File: config.mk
export PLATFORM = sky130hd
export DESIGN_NAME = vcs_shadow_regs
export DESIGN_NICKNAME = d
export VERILOG_FILES = /design/src/rtl/vcs_pkg.sv /design/src/rtl/vcs_addr_dec.sv /design/src/rtl/vcs_reset_fsm.sv /design/src/rtl/vcs_cfg_bank.sv /design/src/rtl/vcs_shadow_regs.sv
export SDC_FILE = /design/constraint.sdc
export NUM_CORES = 2
export LEC_CHECK = 0
export CAP_MARGIN = 0
export CELL_PAD_IN_SITES_DETAIL_PLACEMENT = 0
export CELL_PAD_IN_SITES_GLOBAL_PLACEMENT = 1
export CORE_AREA = 2 2 298 300
export DETAILED_ROUTE_END_ITERATION = 12
export DIE_AREA = 0 0 300 302
export PLACE_DENSITY_LB_ADDON = 0.1
export SYNTH_ARGS = -nofsm -noshare
export SYNTH_HDL_FRONTEND = slang
export SYNTH_SLANG_ARGS = --single-unit
File: constraint.sdc
create_clock -name clk -period 12.5 [get_ports clk]
set_input_delay 3.125 -clock clk [delete_from_list [all_inputs] [get_ports clk]]
set_output_delay 3.125 -clock clk [all_outputs]
set_load 0.005 [all_outputs]
File: src/rtl/vcs_pkg.sv
package vcs_pkg;
    // number of configuration words (frame size + 13 per-channel words)
    localparam int NCFG      = 14;
    localparam int CFG_IDX_W = $clog2(NCFG);
    localparam int CTRL_OFS  = 'h000;
    localparam int VER_OFS   = 'h010;
    localparam int SIZE_OFS  = 'h020;
    localparam int CHAN_BASE = 'h100;

    typedef enum logic [1:0] {
        ST_RUN   = 2'd0,
        ST_HOLD  = 2'd1,
        ST_ARMED = 2'd2
    } rst_state_e;

    function automatic logic [31:0] cfg_default(input int slot);
        logic [31:0] v;
        case (slot)
            0:          v = 32'h0500_02D0;
            1, 3, 5:    v = 32'd240;
            2, 4, 6, 7: v = 32'd16;
            8, 9:       v = 32'd128;
            10:         v = 32'd19595;
            11:         v = 32'd7471;
            12:         v = 32'd46727;
            13:         v = 32'd36962;
            default:    v = 32'd0;
        endcase
        return v;
    endfunction
endpackage

File: src/rtl/vcs_addr_dec.sv
module vcs_addr_dec
    import vcs_pkg::*;
#(
    parameter int ADDR_W = 12
) (
    input  logic [ADDR_W-1:0]    addr_i,
    output logic                 is_ctrl_o,
    output logic                 is_ver_o,
    output logic                 cfg_hit_o,
    output logic [CFG_IDX_W-1:0] cfg_idx_o
);
    localparam int WORD_W = ADDR_W - 2;

    logic [ADDR_W-1:0] off;
    logic              size_hit;
    logic              chan_hit;

    always_comb begin
        off       = addr_i - ADDR_W'(CHAN_BASE);
        is_ctrl_o = (addr_i == ADDR_W'(CTRL_OFS));
        is_ver_o  = (addr_i == ADDR_W'(VER_OFS));
        size_hit  = (addr_i == ADDR_W'(SIZE_OFS));
        chan_hit  = (addr_i >= ADDR_W'(CHAN_BASE))
                 && (off[ADDR_W-1:2] < WORD_W'(NCFG - 1))
                 && (off[1:0] == 2'b00);
        cfg_hit_o = size_hit || chan_hit;
        cfg_idx_o = size_hit ? '0
                  : CFG_IDX_W'(off[ADDR_W-1:2]) + CFG_IDX_W'(1);
    end
endmodule

File: src/rtl/vcs_reset_fsm.sv
module vcs_reset_fsm
    import vcs_pkg::*;
(
    input  logic       clk,
    input  logic       rst_n,
    input  logic       ctrl_we_i,
    input  logic       wr_imm_i,
    input  logic       wr_auto_i,
    input  logic       vblank_i,
    output rst_state_e state_o,
    output logic       cfg_clear_o,
    output logic       core_rst_o
);
    rst_state_e st, nxt;
    logic       vb_prev;
    logic       vb_rise;
    logic       fire;
    logic       pulse_q;

    assign vb_rise = vblank_i && !vb_prev;

    always_comb begin
        nxt  = st;
        fire = 1'b0;
        unique case (st)
            ST_RUN: begin
                if (ctrl_we_i && wr_imm_i)       nxt = ST_HOLD;
                else if (ctrl_we_i && wr_auto_i) nxt = ST_ARMED;
            end
            ST_HOLD: begin
                if (ctrl_we_i && !wr_imm_i)      nxt = wr_auto_i ? ST_ARMED : ST_RUN;
            end
            ST_ARMED: begin
                if (ctrl_we_i && wr_imm_i) begin
                    nxt = ST_HOLD;
                end else if (vb_rise) begin
                    nxt  = ST_RUN;
                    fire = 1'b1;
                end
            end
            default: nxt = ST_RUN;
        endcase
    end

    // state register
    always_ff @(posedge clk or negedge rst_n) begin
        if (!rst_n) begin
            st      <= ST_RUN;
            vb_prev <= 1'b0;
        end else begin
            st      <= nxt;
            vb_prev <= vblank_i;
        end
    end

    // outputs
    always_ff @(posedge clk or negedge rst_n) begin
        if (!rst_n) pulse_q <= 1'b0;
        else        pulse_q <= fire;
    end

    assign state_o     = st;
    assign cfg_clear_o = (st == ST_HOLD) || fire;
    assign core_rst_o  = (st == ST_HOLD) || pulse_q;


    hold_rst_chk: assert property (@(posedge clk) disable iff (!rst_n)
        (st == ST_HOLD) |-> core_rst_o);

    armed_fire_chk: assert property (@(posedge clk) disable iff (!rst_n)
        (st == ST_ARMED && vblank_i && !vb_prev && !(ctrl_we_i && wr_imm_i))
        |=> (st == ST_RUN && core_rst_o));

    single_pulse_chk: assert property (@(posedge clk) disable iff (!rst_n)
        pulse_q |=> !pulse_q);

    no_level_fire_chk: assert property (@(posedge clk) disable iff (!rst_n)
        (st == ST_ARMED && vb_prev && !ctrl_we_i) |=> (st == ST_ARMED));
endmodule

File: src/rtl/vcs_cfg_bank.sv
module vcs_cfg_bank
    import vcs_pkg::*;
#(
    parameter int DATA_W = 32
) (
    input  logic                   clk,
    input  logic                   rst_n,
    input  logic                   clear_i,
    input  logic                   we_i,
    input  logic [CFG_IDX_W-1:0]   widx_i,
    input  logic [DATA_W-1:0]      wdata_i,
    input  logic                   load_i,
    output logic [NCFG*DATA_W-1:0] active_o,
    output logic [NCFG*DATA_W-1:0] shadow_o
);
    for (genvar i = 0; i < NCFG; i++) begin : g_slot
        localparam logic [DATA_W-1:0] DEF = DATA_W'(cfg_default(i));

        always_ff @(posedge clk or negedge rst_n) begin
            if (!rst_n)
                active_o[i*DATA_W +: DATA_W] <= DEF;
            else if (clear_i)
                active_o[i*DATA_W +: DATA_W] <= DEF;
            else if (we_i && (widx_i == CFG_IDX_W'(i)))
                active_o[i*DATA_W +: DATA_W] <= wdata_i;
        end

        always_ff @(posedge clk or negedge rst_n) begin
            if (!rst_n)
                shadow_o[i*DATA_W +: DATA_W] <= DEF;
            else if (clear_i)
                shadow_o[i*DATA_W +: DATA_W] <= DEF;
            else if (load_i)
                shadow_o[i*DATA_W +: DATA_W] <= active_o[i*DATA_W +: DATA_W];
        end
    end


    shadow_hold_chk: assert property (@(posedge clk) disable iff (!rst_n)
        (!clear_i && !load_i) |=> $stable(shadow_o));

    shadow_copy_chk: assert property (@(posedge clk) disable iff (!rst_n)
        (!clear_i && load_i) |=> (shadow_o == $past(active_o)));
endmodule

File: src/rtl/vcs_shadow_regs.sv
module vcs_shadow_regs
    import vcs_pkg::*;
#(
    parameter int          ADDR_W  = 12,
    parameter int          DATA_W  = 32,
    parameter logic [31:0] VERSION = 32'h0001_0000
) (
    input  logic                   clk,
    input  logic                   rst_n,
    input  logic [ADDR_W-1:0]      bus_addr_i,
    input  logic [DATA_W-1:0]      bus_wdata_i,
    input  logic                   bus_we_i,
    output logic [DATA_W-1:0]      bus_rdata_o,
    input  logic                   frame_start_i,
    input  logic                   vblank_i,
    output logic                   core_en_o,
    output logic                   core_rst_o,
    output logic [NCFG*DATA_W-1:0] cfg_shadow_o
);
    logic                   is_ctrl, is_ver, cfg_hit;
    logic [CFG_IDX_W-1:0]   cfg_idx;
    logic                   en_q, upd_q;
    logic                   cfg_clear;
    rst_state_e             rst_state;
    logic [NCFG*DATA_W-1:0] active_flat;

    vcs_addr_dec #(.ADDR_W(ADDR_W)) u_dec (
        .addr_i    (bus_addr_i),
        .is_ctrl_o (is_ctrl),
        .is_ver_o  (is_ver),
        .cfg_hit_o (cfg_hit),
        .cfg_idx_o (cfg_idx)
    );

    vcs_reset_fsm u_fsm (
        .clk         (clk),
        .rst_n       (rst_n),
        .ctrl_we_i   (bus_we_i && is_ctrl),
        .wr_imm_i    (bus_wdata_i[31]),
        .wr_auto_i   (bus_wdata_i[30]),
        .vblank_i    (vblank_i),
        .state_o     (rst_state),
        .cfg_clear_o (cfg_clear),
        .core_rst_o  (core_rst_o)
    );

    vcs_cfg_bank #(.DATA_W(DATA_W)) u_bank (
        .clk      (clk),
        .rst_n    (rst_n),
        .clear_i  (cfg_clear),
        .we_i     (bus_we_i && cfg_hit),
        .widx_i   (cfg_idx),
        .wdata_i  (bus_wdata_i),
        .load_i   (frame_start_i && upd_q),
        .active_o (active_flat),
        .shadow_o (cfg_shadow_o)
    );

    always_ff @(posedge clk or negedge rst_n) begin
        if (!rst_n) begin
            en_q  <= 1'b0;
            upd_q <= 1'b0;
        end else if (bus_we_i && is_ctrl) begin
            en_q  <= bus_wdata_i[0];
            upd_q <= bus_wdata_i[1];
        end
    end

    assign core_en_o = en_q;

    always_comb begin
        bus_rdata_o = '0;
        if (is_ctrl) begin
            bus_rdata_o[31] = (rst_state == ST_HOLD);
            bus_rdata_o[30] = (rst_state == ST_ARMED);
            bus_rdata_o[1]  = upd_q;
            bus_rdata_o[0]  = en_q;
        end else if (is_ver) begin
            bus_rdata_o = DATA_W'(VERSION);
        end else if (cfg_hit) begin
            bus_rdata_o = active_flat[int'(cfg_idx)*DATA_W +: DATA_W];
        end
    end


    core_en_chk: assert property (@(posedge clk) disable iff (!rst_n)
        (bus_we_i && bus_addr_i == '0) |=> (core_en_o == $past(bus_wdata_i[0])));
endmodule

==> flow_metrics.env <==
export IMPL_rsz0062_at_grt="no"
export IMPL_wl_um=146000
export IMPL_rr_worst_depth=7
export IMPL_grt_pass1_vias=31400
export IMPL_row_count=109
export IMPL_required_ns=9.38
export IMPL_synth_edff_count=0
export IMPL_status="finished clean"
export IMPL_relSlewSlack_pct=18.4
export IMPL_die_x_um=300
export IMPL_synth_area_um2=39900
export IMPL_fp_dieArea_um2=90600
export IMPL_r2r_end="u_bank.active_o[183]$_DFFE_PN0P_"
export IMPL_overflow=0
export IMPL_dpl_hpwl_um=95900
export IMPL_cellPowerDensity_nw_per_um2=129
export IMPL_setup_tns_ns=0
export IMPL_period_share_pct=84.9
export IMPL_wl_per_cell_um=25.6
export IMPL_area_delta_synth_final_pct=23.3
export IMPL_slew_violations=0
export IMPL_hold_end="u_bank.shadow_o[38]$_DFFE_PN1P_"
export IMPL_worst_pin_slew_ns=1.22
export IMPL_grt_pass1_wl_um=218000
export IMPL_synth_top_family_by_area="simple AND/OR/NAND/NOR gates"
export IMPL_wl_met2_um=66200
export IMPL_antenna_found_initial=2
export IMPL_initial_core_util_pct=45.5
export IMPL_p_leak_nw=23.2
export IMPL_nets=4519
export IMPL_min_period_ns=10.61
export IMPL_wl_met3_um=11100
export IMPL_synth_xor_area_share_pct=0
export IMPL_routed_via_density=5.72
export IMPL_cts_hold_buf=0
export IMPL_htreeDepth=3
export IMPL_drt_iter0_drc=3928
export IMPL_worstSkewPairLatency_ns=0.67
export IMPL_dr_pass1_iters=6
export IMPL_cts_repair_resized=0
export IMPL_design_core_area_um2=87600
export IMPL_hold_violations=0
export IMPL_track_usage_pct=32.0
export IMPL_ys_warn_count=0
export IMPL_cts_setup_buffers=0
export IMPL_r2r_slack_ns=8.65
export IMPL_synthTopCellsByArea="dfrtp_1 50%, nand2_1 12%, mux2i_1 8.1%, a21oi_1 7.5%, dfstp_2 7.1%"
export IMPL_worstPathMaxFanout=77
export IMPL_vias=32700
export IMPL_path_cells="clkdlybuf4s50_1 > inv_1 > ha_4 > or4b_1 > o41ai_4 > buf_12 > a2111oi_0 > a2111oi_0 > o221ai_1 > o21ai_1 > clkdlybuf4s50_1"
export IMPL_wl_met1_um=64400
export IMPL_synthAdderAreaFrac_pct=0.157
export IMPL_clockBufferDepth=3
export IMPL_ys_types=53
export IMPL_grt_max_degree=246
export IMPL_synthSimpleGateAreaFrac_pct=17.4
export IMPL_highest_layer="met5"
export IMPL_ant_nets=0
export IMPL_path_clk_slew_ns=0.06
export IMPL_r2r_start="u_fsm.vb_prev$_DFF_PN0_"
export IMPL_ys_seq_area_share_pct=56.9
export IMPL_io_buffer_count=530
export IMPL_synth_seq_cells=902
export IMPL_crit_path_end_kind="output pin"
export IMPL_ys_flop_type="dfrtp_1"
export IMPL_cts_root_buf="clkbuf_16"
export IMPL_finalClockSkew_ns=0.0267
export IMPL_synth_top_area_share_pct=49.8
export IMPL_hold_path_class="reg -> reg"
export IMPL_cts_sinks=902
export IMPL_vdd_ir_drop_max_mv=0.123
export IMPL_hold_depth=2
export IMPL_drive_above_1_share_pct=9.04
export IMPL_synth_cells=4146
export IMPL_drc=0
export IMPL_synthMuxAreaShare_pct=11.6
export IMPL_gp_congestion=0.880
export IMPL_startpoint_type="primary input"
export IMPL_die_y_um=302
export IMPL_tritoncts="yes"
export IMPL_maxCapViolations=0
export IMPL_cts_made_buffers=96
export IMPL_synth_largest_area_cell="dfrtp_1"
export IMPL_critical_path_class="in -> out"
export IMPL_async_reset_ff_share_pct=100
export IMPL_syn_avg_cell_area_um2=9.62
export IMPL_whs_ns=0.486
export IMPL_synth_compound_area_share_pct=10.3
export IMPL_ios=531
export IMPL_synth_net_count=4200
export IMPL_worstPathArrival_ns=7.49
export IMPL_setup_viol=0
export IMPL_worst_hold_startpoint="u_bank.shadow_o[38]$_DFFE_PN1P_"
export IMPL_cp_slowest_stage_delay_ns=0.58
export IMPL_max_clock_freq_ghz=0.0942
export IMPL_slowest_stage="clkdlybuf4s50_1"
[critical path, delay by kind of cell]
| kind | cells | cell delay, ns |
|---|---|---|
| fa+ha+maj | 1 | 0.16 |
| buf+inv | 4 | 1.83 |
| compound gates | 5 | 1.70 |
| simple gates | 1 | 0.57 |
[where the power goes]
part           internal (mW)  switching (mW)
sequential              2.95          0.0144
combinational         0.0897           0.217
clock                   1.82            1.25
total                   4.86            1.48
[how the worst max path moves through the flow]
stage / from / end / slack (ns) / depth (start not counted)
2_1_floorplan: bus_addr_i[2] / bus_rdata_o[0] / 3.99 / 8
3_3_place_gp: bus_addr_i[2] / bus_rdata_o[16] / 2.04 / 11
3_5_place_dp: bus_addr_i[2] / bus_rdata_o[16] / 1.95 / 11
4_1_cts: bus_addr_i[2] / bus_rdata_o[16] / 1.91 / 11
5_1_grt: bus_addr_i[2] / bus_rdata_o[16] / 1.78 / 11
6_report: bus_addr_i[2] / bus_rdata_o[16] / 1.89 / 11
[placed cells by master (no fill, tap or decap), types with 4 or more instances in the layout]
| master | count |
|---|---|
| o21ai_0 | 35 |
| nor2_1 | 255 |
| inv_1 | 4 |
| nand2b_1 | 5 |
| nand2_1 | 1322 |
| a211oi_1 | 34 |
| clkinv_2 | 14 |
| dfstp_2 | 108 |
| clkbuf_8 | 22 |
| ha_1 | 4 |
| buf_12 | 9 |
| and4_2 | 5 |
| clkbuf_16 | 96 |
| nand3_1 | 77 |
| mux2i_1 | 323 |
| a21oi_1 | 598 |
| o211ai_1 | 30 |
| clkdlybuf4s50_1 | 529 |
| o22ai_1 | 31 |
| inv_6 | 4 |
| nand4_1 | 8 |
| clkbuf_1 | 23 |
| buf_4 | 41 |
| bufinv_16 | 13 |
| nand3_2 | 8 |
| nor2b_1 | 37 |
| dfrtp_1 | 794 |
| mux4_2 | 60 |
[stage by stage]
step                      utilization, %  setup slack [ns]  power (mW)  area (µm²)  instances
after floorplan                        -              3.99        3.13       39900       4146
after global placement              52.3              2.04        3.32       45800       5532
after detailed placement            52.3              1.95        3.32       45800       5532
after CTS                           56.1              1.91        6.38       49100       5713
after global routing                56.1              1.78        6.53       49200       5714
final                               56.1              1.89        6.34       49200       5715
[cells by family after synthesis]
kind of cell | count (synthesis)
muxes | 385
and+or+nand+nor | 1739
DFF | 902
adders and majority gates | 5
AOI/OAI and AO/OA | 752
buffers and inverters | 363
[cell usage after synthesis (8+ instances only)]
cell type and instances:
nand2_1 1323, dfrtp_1 794, a21oi_1 599, mux2i_1 323, clkbuf_1 265, nor2_1 255
dfstp_2 108, buf_2 83, nand3_1 77, mux4_2 60, nor2b_1 38, o21ai_0 35
a211oi_1 34, o22ai_1 31, o211ai_1 30, nand3_2 8, nand4_1 8
[flip-flops by register name, summed over array words and instances, names as in the netlist]
register         count
upd_q                1
core_en_o            1
u_bank.shadow_o    448
u_fsm.state_o        2
u_fsm.pulse_q        1
u_bank.active_o    448
u_fsm.vb_prev        1
[routing by layer]
layer / global-route usage, % / vias up
met1: 46.7 / 16700
met3: 6.45 / 192
li1: - / 14500
met4: 9.37 / 2
met5: 0 / -
met2: 48.5 / 1305
[cell type report]
cell class | count | area (µm²)
clock buffers | 141 | 2790
inverters | 4 | 15.0
fillers | 7867 | 38400
repair buffers | 580 | 5800
multi-input cells | 2881 | 15800
flip-flops and latches | 902 | 22700
diodes | 2 | 5.00
clock inverters | 40 | 593
well taps | 1165 | 1460
Note: power is estimated with default switching activity, not from simulation.
